$ cat src/rtl/mrt_pkg.sv
package mrt_pkg;
  typedef enum logic [1:0] {
    MD_TIMER   = 2'b00,
    MD_EVENT   = 2'b01,
    MD_ONESHOT = 2'b10,
    MD_PWM     = 2'b11
  } mrt_mode_e;

  typedef struct packed {
    logic [1:0] csel;
    logic       gate_en;
    logic       gate_pol;
    mrt_mode_e  md;
  } mrt_cfg_t;

  localparam logic [1:0] ADDR_MODE = 2'd0;
  localparam logic [1:0] ADDR_CNT  = 2'd1;
  localparam logic [1:0] ADDR_CTRL = 2'd2;
endpackage

$ cat src/rtl/mrt_tick_sel.sv
module mrt_tick_sel
  import mrt_pkg::*;
#(
  parameter int NCLK = 4
) (
  input  logic            clk,
  input  logic            rst_n,
  input  logic [NCLK-1:0] clk_en,
  input  logic [1:0]      csel,
  input  logic            gate_en,
  input  logic            gate_pol,
  input  mrt_mode_e       md,
  input  logic            run,
  input  logic            ext_in,
  input  logic            trig_in,
  output logic            tick,
  output logic            trig_rise
);
  logic ext_q, trig_q;
  logic pre_en, gate_ok, ext_rise;

  always_ff @(posedge clk or negedge rst_n) begin
    if (!rst_n) begin
      ext_q  <= 1'b0;
      trig_q <= 1'b0;
    end else begin
      ext_q  <= ext_in;
      trig_q <= trig_in;
    end
  end

  assign pre_en    = clk_en[csel];
  assign gate_ok   = !gate_en || (ext_in == gate_pol);
  assign ext_rise  = ext_in && !ext_q;
  assign trig_rise = trig_in && !trig_q;

  always_comb begin
    unique case (md)
      MD_EVENT: tick = run && ext_rise;
      MD_TIMER: tick = run && pre_en && gate_ok;
      default:  tick = run && pre_en;
    endcase
  end
endmodule

$ cat src/rtl/mrt_counter.sv
module mrt_counter
  import mrt_pkg::*;
#(
  parameter int W = 16
) (
  input  logic         clk,
  input  logic         rst_n,
  input  mrt_mode_e    md,
  input  logic         run,
  input  logic         up,
  input  logic         tick,
  input  logic         trig_rise,
  input  logic         cnt_wr,
  input  logic [W-1:0] wr_data,
  output logic [W-1:0] count,
  output logic         wrap_ev,
  output logic         os_start,
  output logic         os_end
);
  localparam logic [W-1:0] ALL_ONE = {W{1'b1}};

  function automatic logic [W-1:0] step(input logic [W-1:0] v, input logic dir_up);
    return dir_up ? v + 1'b1 : v - 1'b1;
  endfunction

  function automatic logic at_limit(input logic [W-1:0] v, input logic dir_up);
    return dir_up ? (v == ALL_ONE) : (v == '0);
  endfunction

  logic [W-1:0] reload_q;
  logic         active_q;
  logic         up_eff, limit, is_os;

  assign up_eff   = (md == MD_EVENT) && up;
  assign limit    = at_limit(count, up_eff);
  assign is_os    = (md == MD_ONESHOT);
  assign wrap_ev  = tick && limit && !is_os;
  assign os_start = run && is_os && !active_q && trig_rise;
  assign os_end   = is_os && active_q && tick && (count == '0);

  always_ff @(posedge clk or negedge rst_n) begin
    if (!rst_n) begin
      count    <= '0;
      reload_q <= '0;
      active_q <= 1'b0;
    end else begin
      if (cnt_wr) begin
        reload_q <= wr_data;
        if (!run) count <= wr_data;
      end
      if (!run) begin
        active_q <= 1'b0;
      end else if (is_os) begin
        if (os_start) begin
          count    <= reload_q;
          active_q <= 1'b1;
        end else if (active_q && tick) begin
          if (count == '0) active_q <= 1'b0;
          else             count    <= step(count, 1'b0);
        end
      end else if (tick) begin
        count <= limit ? reload_q : step(count, up_eff);
      end
    end
  end
endmodule

$ cat src/rtl/mrt_timer.sv
module mrt_timer
  import mrt_pkg::*;
#(
  parameter int W    = 16,
  parameter int NCLK = 4
) (
  input  logic            clk,
  input  logic            rst_n,
  input  logic            wr_en,
  input  logic [1:0]      wr_addr,
  input  logic [W-1:0]    wr_data,
  input  logic [NCLK-1:0] clk_en,
  input  logic            ext_in,
  input  logic            trig_in,
  output logic [W-1:0]    count_o,
  output logic            irq_o,
  output logic            tout_o
);
  mrt_cfg_t cfg_q;
  logic     run_q, up_q;
  logic     cnt_wr, tick, trig_rise;
  logic     wrap_ev, os_start, os_end;
  logic     flip, irq_set;

  assign cnt_wr = wr_en && (wr_addr == ADDR_CNT);

  always_ff @(posedge clk or negedge rst_n) begin
    if (!rst_n) begin
      cfg_q <= '{csel: 2'b00, gate_en: 1'b0, gate_pol: 1'b0, md: MD_TIMER};
      run_q <= 1'b0;
      up_q  <= 1'b0;
    end else if (wr_en) begin
      if (wr_addr == ADDR_MODE) begin
        cfg_q.csel     <= wr_data[7:6];
        cfg_q.gate_en  <= wr_data[4];
        cfg_q.gate_pol <= wr_data[3];
        cfg_q.md       <= mrt_mode_e'(wr_data[1:0]);
      end
      if (wr_addr == ADDR_CTRL) begin
        run_q <= wr_data[0];
        up_q  <= wr_data[1];
      end
    end
  end

  mrt_tick_sel #(.NCLK(NCLK)) tick_i (
    .clk(clk), .rst_n(rst_n), .clk_en(clk_en), .csel(cfg_q.csel),
    .gate_en(cfg_q.gate_en), .gate_pol(cfg_q.gate_pol), .md(cfg_q.md),
    .run(run_q), .ext_in(ext_in), .trig_in(trig_in),
    .tick(tick), .trig_rise(trig_rise)
  );

  mrt_counter #(.W(W)) cnt_i (
    .clk(clk), .rst_n(rst_n), .md(cfg_q.md), .run(run_q), .up(up_q),
    .tick(tick), .trig_rise(trig_rise), .cnt_wr(cnt_wr), .wr_data(wr_data),
    .count(count_o), .wrap_ev(wrap_ev), .os_start(os_start), .os_end(os_end)
  );

  assign flip    = wrap_ev || os_start || os_end;
  assign irq_set = (cfg_q.md == MD_PWM) ? (wrap_ev && tout_o) : (wrap_ev || os_end);

  always_ff @(posedge clk or negedge rst_n) begin
    if (!rst_n) begin
      tout_o <= 1'b0;
      irq_o  <= 1'b0;
    end else begin
      tout_o <= tout_o ^ flip;
      irq_o  <= irq_set;
    end
  end
endmodule

$ cat config.mk
export PLATFORM = sky130hd
export DESIGN_NAME = mrt_timer
export DESIGN_NICKNAME = d
export VERILOG_FILES = /design/src/rtl/mrt_pkg.sv /design/src/rtl/mrt_tick_sel.sv /design/src/rtl/mrt_counter.sv /design/src/rtl/mrt_timer.sv
export SDC_FILE = /design/constraint.sdc
export NUM_CORES = 1
export LEC_CHECK = 0
export ABC_AREA = 1
export BUFFER_PORTS_ARGS = -buffer_cell sky130_fd_sc_hd__buf_2
export CORE_ASPECT_RATIO = 1.25
export CORE_MARGIN = 3
export CORE_UTILIZATION = 30
export DETAILED_ROUTE_END_ITERATION = 6
export PLACE_DENSITY_LB_ADDON = 0.1
export RECOVER_POWER = 25
export SLEW_MARGIN = 20
export SYNTH_ARGS = -nofsm -noshare
export SYNTH_HDL_FRONTEND = slang
export SYNTH_HIERARCHICAL = 1
export SYNTH_SLANG_ARGS = --single-unit
$ cat constraint.sdc
create_clock -name clk -period 1.8 [get_ports clk]
set_input_delay 0.27 -clock clk [delete_from_list [all_inputs] [get_ports clk]]
set_output_delay 0.27 -clock clk [all_outputs]
set_load 0.1 [all_outputs]
==> results by group, run 1 <==
Outcome
  – Outcome: complete, but fails checks
  – Failing checks: setup timing

Timing
  – Setup ws final: -111 ps
  – RSZ-0062 raised after global routing: true
  – Final setup fails: 16
  – Slew of the pin with the lowest slew margin: approximately 1100 ps
  – Final hold violation count: 0
  – Hold slack: roughly 98 ps
  – FMAX: 523 MHz
  – Max-slew violations: 0
  – Tcrit/Tclk final: 106%
  – Clock skew: about 2.2 ps
  – Tmin final: between 1500 and 2000 ps
  – Relative slew margins: roughly 25%

CTS
  – Clock transition at the registers of the reported paths: roughly 60 ps
  – Clk Latency, worst-skew pair: about 290 ps
  – Sink Count: between 40 and 50
  – CTS max path bufs: 2
  – Num CTS Buffers: 5
  – CTS tree: built
  – H-tree Lvls: 2
  – CTS Root Cell: clkbuf_16

Logic synthesis
  – Ys flop type: dfrtp_1
  – Top-area cell type share of the netlist area: between 20% and 30%
  – Commonest cells in the netlist: 239 x nand2_1, 70 x nor2_1, 69 x inv_1
  – Syn Nets: 701
  – Number of synthesis warnings: 6
  – Post-synthesis sequential area ratio: 27.9%
  – Gate Count Post-Synth: about 670
  – Unique masters post-synth: 36
  – Area contributors post-synth: dfrtp_1 28%, nand2_1 22%, nand3_1 7.7%
  – Post-Syn Area: 4040 sq um
  – Ys async rst share: between 90% and 100%
  – Yosys top cell by area: dfrtp_1
  – Synthesis-stage register bit count: 45
  – Top-count cell post-synth: nand2_1
  – Number of flops mapped to enable cells by yosys: 0
  – Syn Area/Cell: 6.02 sq um

Global route
  – Vias in the first global route: approximately 4.4k
  – Initial antenna violation count: 0
  – Global Route Usage Sum: between 20% and 30%
  – Total grt overflow: 0
  – Largest net degree at the start of global routing: 34
  – First-pass GRT wire length: around 24,000 um

Drt
  – WL final: approximately 15,000 um
  – Drt wl/cell: about 16 um
  – First DRT Iteration DRCs: ~280
  – Drt drc: 0
  – Drt first pass iters: 5
  – Antenna-violating nets left: 0
  – Via count: around 4.7k
  – DR vias/cell: between 4 and 5

Critical path
  – Setup crit start kind: flop
  – Maximum fanout along the worst path: 9
  – Crit path arrival time: between 2000 and 2500 ps
  – CP Capture Type: flop
  – Critical path type: flop to flop
  – Critical path data required time: 1970 ps

Placed design
  – I/O Buffers: between 40 and 50
  – Post-DP HPWL: ~12,000 um
  – Pre-CTS setup slack: -244 ps
  – GPL Wtd Cong: between 0.9 and 1
  – Area after DPL: between 5000 and 6000 sq um

Power
  – Flop pwr share: a little over a fifth
  – Psw: around 4.9 mW
  – Internal: ~3.9 mW
  – Static Leak: 2.77 nW
  – Power Density: 1580 nW/um^2
  – Switching part of the total: between 50 and 60%
  – Clock share of power: between 10% and 20%
  – Logic pwr share: around two thirds
  – Peak VDD IR: 0.897 mV
  – Power, Total: ~9 mW

Layout
  – Finished Cell Area: 5580 sq um
  – Area growth from synthesis to layout: 38.0%
  – Fin util: 43.1%
  – Final Net Count: between 800 and 900
  – Fill count: around 1.4k
  – Ant diodes: 0
  – Register area: ~1200 sq um
  – Share of layout cells above drive strength 1: a little under a third
  – Area of the multi-input gates: around 2700 sq um

Die
  – # rows: 46
  – Initial Utilization: between 30% and 40%
  – Die extent in x: around 110 um
  – Die area: roughly 15,000 sq um
  – Die Ht: ~140 um
  – I/O pins: 45
  – Core area: roughly 13,000 sq um

Job
  – Number of max-cap violations: 0

Hold path
  – Min-delay worst type: input pin to flop
cells by family (layout without fill, tap and decap cells):
family	after synthesis	count (layout)	share of synthesized area (%)
multiplexers	1	1	0.279
AND/OR/NAND/NOR	413	414	44.3
adder cells (fa/ha/maj)	3	3	0.929
buffers and inverters	104	217	12.0
XOR/XNOR	9	9	1.95
flip-flops	45	45	27.9
AO/OA/AOI/OAI	96	96	12.7
area by class of cell:
cell class                 count  area share [%]
tap                          168            3.77
clock inverter                 2           0.628
sequential                    45            21.0
clock buffer                   5            2.24
timing repair inverter         2           0.314
inverter                      75            5.75
timing repair buffer         133            17.2
multi-input combinational    523            49.1
critical path: stages, from the launching register on:
cell and delay (ps):
dfrtp_4 530, nor2_2 130, nand2_2 120, nor2_2 170
nand3_4 160, nand2_4 190, inv_6 80, nand2_2 80
nand3_2 70, a22oi_1 180, nand2_1 70
layer usage:
metal	GRT usage (%)	routed length [um]	part of all wire (%)	up-vias
met4	8.04	477	3.1	0
li1	-	-	-	2354
met1	28.1	7060	46	2185
met3	2.29	584	3.8	27
met2	34.2	7370	48	135
met5	0	0	0	-
placed cells by master (no fill, tap or decap), types with 2 or more instances in the layout:
| cell type | synthesis | layout |
|---|---|---|
| inv_4 | 1 | 5 |
| nand2_2 | 6 | 17 |
| nand2_4 | 2 | 4 |
| o21a_1 | 2 | 2 |
| nor2_1 | 70 | 55 |
| nand3_2 | 6 | 17 |
| o21bai_1 | 5 | 5 |
| nor2_2 | 5 | 15 |
| buf_2 | 6 | 41 |
| inv_6 | 1 | 4 |
| dfrtp_2 | 0 | 7 |
| clkbuf_16 | 0 | 5 |
| a21oi_2 | 0 | 7 |
| o21ai_0 | 44 | 40 |
| a22oi_2 | 1 | 2 |
| clkbuf_1 | 10 | 6 |
| a21oi_1 | 34 | 27 |
| ha_4 | 0 | 2 |
| buf_12 | 0 | 4 |
| nand3b_1 | 3 | 3 |
| inv_1 | 69 | 61 |
| nor3_4 | 0 | 2 |
| nand2_1 | 239 | 226 |
| buf_6 | 9 | 8 |
| nand3_4 | 0 | 2 |
| dfrtp_4 | 0 | 9 |
| inv_2 | 2 | 4 |
| dfrtp_1 | 45 | 29 |
| nand3_1 | 62 | 49 |
| nor3_1 | 5 | 3 |
| nand4_1 | 7 | 7 |
| nor2_4 | 5 | 10 |
| xnor2_1 | 2 | 2 |
| or2_2 | 2 | 2 |
| buf_4 | 3 | 71 |
| xor2_1 | 7 | 7 |
| o21ai_1 | 7 | 9 |
| o21ai_2 | 0 | 2 |
per-stage QoR:
step                std cells  TNS, ps
floorplan                 671    -1390
global placement          934    -2570
detailed placement        934    -2850
CTS                       943    -2490
global route              953    -3340
finish                    953     -936
final timing paths:
kind / from / to / slack, ps / cells past startpoint
max in group asynchronous: rst_n / cnt_i/count[9]$_DFF_PN0_ / 270 / 2
setup reg to reg: cnt_i/count[5]$_DFF_PN0_ / cnt_i/count[14]$_DFF_PN0_ / -110 / 10
min in group asynchronous: rst_n / tick_i/trig_q$_DFF_PN0_ / 710 / 2
hold reg to reg: cfg_q[3]$_DFFE_PN0P_ / cfg_q[3]$_DFFE_PN0P_ / 470 / 2
setup / recovery: cnt_i/count[5]$_DFF_PN0_ / cnt_i/count[14]$_DFF_PN0_ / -110 / 10
hold / removal: trig_in / tick_i/trig_q$_DFF_PN0_ / 100 / 1
power groups by stage:
| stage | clock (mW) | sequential, mW | combinational (mW) |
|---|---|---|---|
| 3_3_place_gp | 0 | 1.82 | 5.50 |
| 3_5_place_dp | 0 | 1.82 | 5.49 |
| 2_1_floorplan | 0 | 3.05 | 2.53 |
| 6_report | 1.06 | 1.83 | 5.90 |
| 5_1_grt | 1.12 | 1.85 | 6.39 |
| 4_1_cts | 1.08 | 1.80 | 5.59 |
sequential cells by signal, summed over array words and instances (netlist names):
register	count
tick_i/ext_q	1
cnt_i/count	16
cfg_q	6
tick_i/trig_q	1
irq_o	1
run_q	1
up_q	1
cnt_i/reload_q	16
tout_o	1
cnt_i/active_q	1
what timing repair did:
| item | CTS | global route |
|---|---|---|
| gates resized for setup | 30 | 64 |
| hold buffers | 1 | 0 |
| hold endpoints to repair | 16 | 0 |
| buffers inserted | 0 | 8 |
| setup endpoints to repair | 19 | 19 |
| pin swaps | 15 | 20 |
| gates cloned | 1 | 2 |
Power figures use the tool's default switching activity.
==> inputs of run 2 (changes only) <==
--- a/config.mk
+++ b/config.mk
@@ -13,6 +13,7 @@
 export DETAILED_ROUTE_END_ITERATION = 6
 export PLACE_DENSITY_LB_ADDON = 0.1
 export RECOVER_POWER = 25
+export SKIP_CTS_REPAIR_TIMING = 1
 export SLEW_MARGIN = 20
 export SYNTH_ARGS = -nofsm -noshare
 export SYNTH_HDL_FRONTEND = slang
==> results by group, run 2 (synthesis results as in run 1) <==
Critical path
  – Maximum fanout along the worst path: 9 (unchanged)
  – Worst-path cell chain: buf_4 > nor2_2 > nand3_1 > nand2_1 > nor2_1 > nor2_1 > nor2_1 > nand2_1 > inv_2 > nand2_8 > buf_6 > inv_8 > nand2_1 > nand3_1 > a22oi_2 > nand2_1
  – Setup crit start kind: flop
  – RR Endpoint: cnt_i/count[15]$_DFF_PN0_
  – Slowest-stage cell, CP: dfrtp_1
  – Worst path bufs/invs: 4 (+3)
  – Crit path to: cnt_i/count[15]$_DFF_PN0_
  – CP Capture Type: flop
  – CP Depth: 16 (+6)
  – Critical path type: flop to flop
  – Setup crit start: cfg_q[1]$_DFFE_PN0P_
  – CP delay by family, top: simple AND/OR/NAND/NOR gates
  – Flop2flop setup slack: -240 ps (-130 ps)
  – Critical path data required time: 1980 ps (about the same)
  – Critical path's most frequent cell: nand2_1
  – Worst R2R Path Depth: 16 (+6)
  – Reg2Reg Launch Point: cfg_q[1]$_DFFE_PN0P_
  – Crit path arrival time: 2220 ps (+130 ps)
  – CP peak stage delay: 410 ps (-120 ps)

Layout
  – Area of the multi-input gates: 2550 sq um (-6.8%)
  – Share of layout cells above drive strength 1: 26.5% (-5.3 points)
  – Finished Cell Area: 5280 sq um (-5.4%)
  – Leading cell types in the layout, fill and taps excluded: 237 x nand2_1, 71 x buf_4, 65 x nor2_1, 62 x inv_1, 59 x nand3_1
  – Area growth from synthesis to layout: 30.6%
  – Register area: 1170 sq um (unchanged)
  – Ant diodes: 0 (unchanged)
  – Final Net Count: 806 (-1.1%)
  – Top Registers: cnt_i/count (16), cnt_i/reload_q (16), cfg_q (6)
  – Most common cell after layout, fill and taps aside: nand2_1
  – Fill count: 1,432 (+2.4%)

CTS
  – CTS tree: built
  – CTS max path bufs: 2 (unchanged)
  – Num CTS Buffers: 5 (unchanged)
  – H-tree Lvls: 2 (unchanged)
  – Sink Count: 45 (unchanged)
  – Clock transition at the registers of the reported paths: 60 ps (about the same)
  – CTS Root Cell: clkbuf_16
  – Clk Latency, worst-skew pair: 290 ps (about the same)

Timing
  – Clock skew: 2.66 ps (+0.413 ps)
  – Tmin final: 2040 ps (+134 ps)
  – Relative slew margins: 24.0% (-0.60 points)
  – Final setup fails: 19 (+3)
  – RSZ-0062 raised after global routing: true
  – Tcrit/Tclk final: 114% (+7.4 points)
  – Max-slew violations: 0 (unchanged)
  – Setup TNS: -3020 ps (-2080 ps)
  – FMAX: 489 MHz (-6.5%)
  – Final hold violation count: 0 (unchanged)
  – Setup ws final: -245 ps (-134 ps)
  – Slew of the pin with the lowest slew margin: 1140 ps (+8.98 ps)

Drt
  – Drt wl/cell: 16.0 um (-1.3%)
  – Drt drc: 0 (unchanged)
  – Drt first pass iters: 5 (unchanged)
  – DR vias/cell: 4.89 (-0.81%)
  – Antenna-violating nets left: 0 (unchanged)
  – First DRT Iteration DRCs: 291 (+4.7%)
  – WL final: 15,100 um (-2.3%)
  – Via count: 4,619 (-1.7%)

Power
  – Static Leak: 2.67 nW (-3.5%)
  – Peak VDD IR: 0.891 mV (-0.70%)
  – Power, Total: 8.44 mW (-3.9%)
  – Power Density: 1600 nW/um^2 (+1.5%)

Die
  – Die extent in x: 110 um (unchanged)
  – Die Ht: 136 um (unchanged)
  – Initial Utilization: 31.2% (unchanged)
  – I/O pins: 45 (unchanged)
  – Die area: 14,900 sq um (unchanged)
  – # rows: 46 (unchanged)
  – Core area: 12,900 sq um (unchanged)

Job
  – Number of max-cap violations: 0 (unchanged)

Global route
  – First-pass GRT wire length: 23,400 um (-1.8%)
  – Initial antenna violation count: 0 (unchanged)
  – Total grt overflow: 0 (unchanged)
  – Global Route Usage Sum: 20.6% (-0.37 points)
  – Largest net degree at the start of global routing: 34 (unchanged)
  – Vias in the first global route: 4,323 (-1.7%)

Placed design
  – Area after DPL: 5010 sq um (unchanged)
  – Post-DP HPWL: 12,200 um (unchanged)
  – GPL Wtd Cong: 0.955 (unchanged)
  – I/O Buffers: 44 (unchanged)

Outcome
  – Outcome: complete, but fails checks
  – Failing checks: setup timing

Hold path
  – Min-delay worst type: input pin to flop
==> run 2: cell types whose count changed in the layout (fill, tap and decap cells not counted), moves of 5 or more <==
cell,delta
nand2_1,+11
nand3_1,+10
nor2_1,+10
nand2_2,-8
nand3_2,-8
buf_6,-6
nor2_2,-6
a21oi_1,+5
a21oi_2,-5
inv_2,+5
==> run 2: routing by layer <==
metal	GRT usage, %	routed length [um]
met5	0	0
met4	7.55	484
met3	1.96	666
met2	33.6	7070
met1	27.9	6920
==> run 2: metrics by stage <==
step                      std cells  hold WS (ps)  worst slack (ps)  util (%)
after floorplan                 671         -25.6              -117         -
after global placement          934           253              -220      38.7
after detailed placement        934           257              -244      38.7
after CTS                       941         -58.3              -273      39.9
after global routing            944          96.0              -361      40.7
final                           944          98.1              -245      40.7
==> run 2: power breakdown <==
| part | total, mW | switching, mW | internal, mW |
|---|---|---|---|
| clock network | 1.05 | 0.407 | 0.645 |
| registers | 1.80 | 0.429 | 1.37 |
| logic | 5.59 | 3.86 | 1.73 |
| total | 8.44 | 4.70 | 3.74 |
==> run 2: worst min-delay path by stage <==
| stage | start | to | slack [ps] | cells after the start |
|---|---|---|---|---|
| after floorplan | rst_n | cfg_q[0]$_DFFE_PN0P_ | -30 | 0 |
| after global placement | rst_n | tick_i/trig_q$_DFF_PN0_ | 250 | 1 |
| after detailed placement | rst_n | tick_i/trig_q$_DFF_PN0_ | 260 | 1 |
| after CTS | rst_n | tick_i/trig_q$_DFF_PN0_ | -60 | 1 |
| after global routing | trig_in | tick_i/trig_q$_DFF_PN0_ | 100 | 1 |
| final | trig_in | tick_i/trig_q$_DFF_PN0_ | 100 | 1 |
==> run 2: area by class of cell <==
| cell class | count | area share, % |
|---|---|---|
| Sequential cell | 45 | 22.1 |
| Timing Repair inverter | 1 | 0.213 |
| Inverter | 75 | 5.71 |
| Multi-Input combinational cell | 522 | 48.4 |
| Clock inverter | 2 | 0.664 |
| Clock buffer | 5 | 2.37 |
| Tap cell | 168 | 3.98 |
| Timing Repair Buffer | 126 | 16.6 |
==> run 2: worst reg2reg max path: stages, from the launching register on <==
cell and delay, ps:
dfrtp_1 410, buf_4 150, nor2_2 90, nand3_1 80, nand2_1 60, nor2_1 40
nor2_1 170, nor2_1 90, nand2_1 100, inv_2 70, nand2_8 110, buf_6 130
inv_8 50, nand2_1 70, nand3_1 80, a22oi_2 140, nand2_1 70
==> inputs of run 3 (changes only) <==
--- a/config.mk
+++ b/config.mk
@@ -6,7 +6,7 @@
 export NUM_CORES = 1
 export LEC_CHECK = 0
 export ABC_AREA = 1
-export BUFFER_PORTS_ARGS = -buffer_cell sky130_fd_sc_hd__buf_2
+export BUFFER_PORTS_ARGS = -buffer_cell sky130_fd_sc_hd__buf_4
 export CORE_ASPECT_RATIO = 1.25
 export CORE_MARGIN = 3
 export CORE_UTILIZATION = 30
==> results by group, run 3 (synthesis results as in run 1) <==
Outcome
  – Outcome: complete, but fails checks
  – Failing checks: setup timing

Timing
  – Max-slew violations: 0 (unchanged)
  – RSZ-0062 raised after global routing: true
  – Final setup fails: 18 (-1)
  – Tmin final: 1940 ps (-103 ps)
  – Clock skew: 2.99 ps (+0.332 ps)
  – Setup TNS: -1260 ps (+1750 ps)
  – FMAX: 515 MHz (+5.3%)
  – Slew of the pin with the lowest slew margin: 1220 ps (+77.4 ps)
  – Final hold violation count: 0 (unchanged)
  – Setup ws final: -142 ps (+103 ps)
  – Tcrit/Tclk final: 108% (-5.7 points)
  – Relative slew margins: 18.8% (-5.2 points)

Die
  – Die extent in x: 110 um (unchanged)
  – Initial Utilization: 31.2% (unchanged)
  – I/O pins: 45 (unchanged)
  – # rows: 46 (unchanged)
  – Die Ht: 136 um (unchanged)
  – Die area: 14,900 sq um (unchanged)
  – Core area: 12,900 sq um (unchanged)

Critical path
  – CP delay by family, top: simple AND/OR/NAND/NOR gates
  – Setup crit start kind: flop
  – Critical path's most frequent cell: nand2_1
  – Flop2flop setup slack: -140 ps (+100 ps)
  – CP Capture Type: flop
  – CP peak stage delay: 420 ps (about the same)
  – Slowest-stage cell, CP: dfrtp_1
  – Maximum fanout along the worst path: 5 (-4)
  – Worst path bufs/invs: 3 (-1)
  – Crit path arrival time: 2130 ps (-90 ps)
  – Critical path type: flop to flop
  – Critical path data required time: 1980 ps (about the same)
  – Worst-path cell chain: buf_6 > nor2_4 > nand3_2 > nand2_1 > nor2_2 > nor2_1 > nor2_2 > nand2_2 > clkinv_4 > nand2_8 > buf_4 > nand2_1 > nand2_1 > o21bai_1 > a21oi_2 > nand2_1

Power
  – Peak VDD IR: 0.847 mV (-4.9%)
  – Power Density: 1560 nW/um^2 (-2.7%)
  – Static Leak: 2.77 nW (+3.5%)

Global route
  – Vias in the first global route: 4,425 (+2.4%)
  – Met1 Usage GRT: 26.4% (-1.5 points)
  – Top Usage Layer GRT: met2
  – Initial antenna violation count: 0 (unchanged)
  – Largest net degree at the start of global routing: 46 (+35%)
  – Met3 GRT Util: 3.58% (+1.6 points)
  – GR Layer Usage met2: 34.4% (+0.74 points)
  – Total grt overflow: 0 (unchanged)
  – Global Route Usage Sum: 20.4% (-0.19 points)
  – First-pass GRT wire length: 23,300 um (-0.24%)

CTS
  – Num CTS Buffers: 5 (unchanged)
  – Clock transition at the registers of the reported paths: 70 ps (about the same)
  – CTS Root Cell: clkbuf_16
  – Sink Count: 45 (unchanged)
  – CTS tree: built
  – H-tree Lvls: 2 (unchanged)
  – CTS max path bufs: 2 (unchanged)
  – Clk Latency, worst-skew pair: 300 ps (about the same)

Drt
  – First DRT Iteration DRCs: 286 (-1.7%)
  – Drt wl/cell: 16.2 um (+1.0%)
  – Antenna-violating nets left: 0 (unchanged)
  – WL final: 15,400 um (+1.4%)
  – DR vias/cell: 4.96 (+1.4%)
  – Drt drc: 0 (unchanged)
  – Via count: 4,704 (+1.8%)
  – Drt first pass iters: 5 (unchanged)

Layout
  – Area growth from synthesis to layout: 38.7%
  – Most common cell after layout, fill and taps aside: nand2_1
  – Final Net Count: 809 (+0.37%)
  – Top Registers: cnt_i/count (16), cnt_i/reload_q (16), cfg_q (6)
  – Ant diodes: 0 (unchanged)
  – Share of layout cells above drive strength 1: 32.3% (+5.8 points)
  – Fill count: 1,364 (-4.7%)
  – Final cell count without fillers: 948 (+0.42%)
  – Register area: 1170 sq um (unchanged)
  – Leading cell types in the layout, fill and taps excluded: 224 x nand2_1, 115 x buf_4, 62 x inv_1, 54 x nor2_1, 50 x nand3_1
  – Area of the multi-input gates: 2750 sq um (+7.7%)

Placed design
  – Cell count after placement: 929 (-0.54%)
  – Post-DP HPWL: 11,800 um (-3.3%)
  – Pre-CTS setup slack: -222 ps (+22.1 ps)
  – GPL Wtd Cong: 0.938 (-1.7%)
  – I/O Buffers: 44 (unchanged)

Hold path
  – Min-delay worst type: input pin to flop

Job
  – Number of max-cap violations: 0 (unchanged)
[run 3: worst paths after layout]
path | end | cells past startpoint | startpoint
max | cnt_i/count[9]$_DFF_PN0_ | 16 | cfg_q[1]$_DFFE_PN0P_
min | tick_i/ext_q$_DFF_PN0_ | 1 | ext_in
max reg2reg | cnt_i/count[9]$_DFF_PN0_ | 16 | cfg_q[1]$_DFFE_PN0P_
min reg2reg | cfg_q[2]$_DFFE_PN0P_ | 2 | cfg_q[2]$_DFFE_PN0P_
max in group asynchronous | cnt_i/count[0]$_DFF_PN0_ | 1 | rst_n
min in group asynchronous | cnt_i/reload_q[9]$_DFFE_PN0P_ | 1 | rst_n
[run 3: layout make-up]
class | instances | area share (%)
Inverter | 75 | 5.72
Timing Repair inverter | 3 | 0.492
Sequential cell | 45 | 20.9
Multi-Input combinational cell | 523 | 49.1
Clock buffer | 7 | 2.37
Clock inverter | 1 | 0.134
Timing Repair Buffer | 126 | 17.6
Tap cell | 168 | 3.75
[run 3: worst reg2reg max path, delay by kind of cell, from the launching register on]
| kind | cells | cell delay [ps] |
|---|---|---|
| AO/OA/AOI/OAI | 2 | 240 |
| flip-flops | 1 | 420 |
| AND/OR/NAND/NOR | 11 | 820 |
| buffers and inverters | 3 | 350 |
[run 3: metrics by stage]
step | hold WS [ps] | util, % | total power [mW] | area (sq um)
floorplan | -25.6 | - | 5.58 | 4150
global placement | 327 | 39.1 | 7.37 | 5060
detailed placement | 333 | 39.1 | 7.40 | 5060
CTS | 16.7 | 40.1 | 8.35 | 5200
global route | 97.2 | 43.2 | 9.30 | 5600
finish | 95.6 | 43.2 | 8.72 | 5600
[run 3: power by group]
group          internal [mW]  switching, mW
Clock                  0.517          0.418
Sequential              1.37          0.443
Combinational           1.96           4.01
[run 3: per-layer routing]
metal | routed length, um | vias to the layer above
met1 | 6610 | 2196
met2 | 7590 | 146
met5 | 0 | -
met4 | 305 | 0
met3 | 853 | 22
li1 | - | 2340
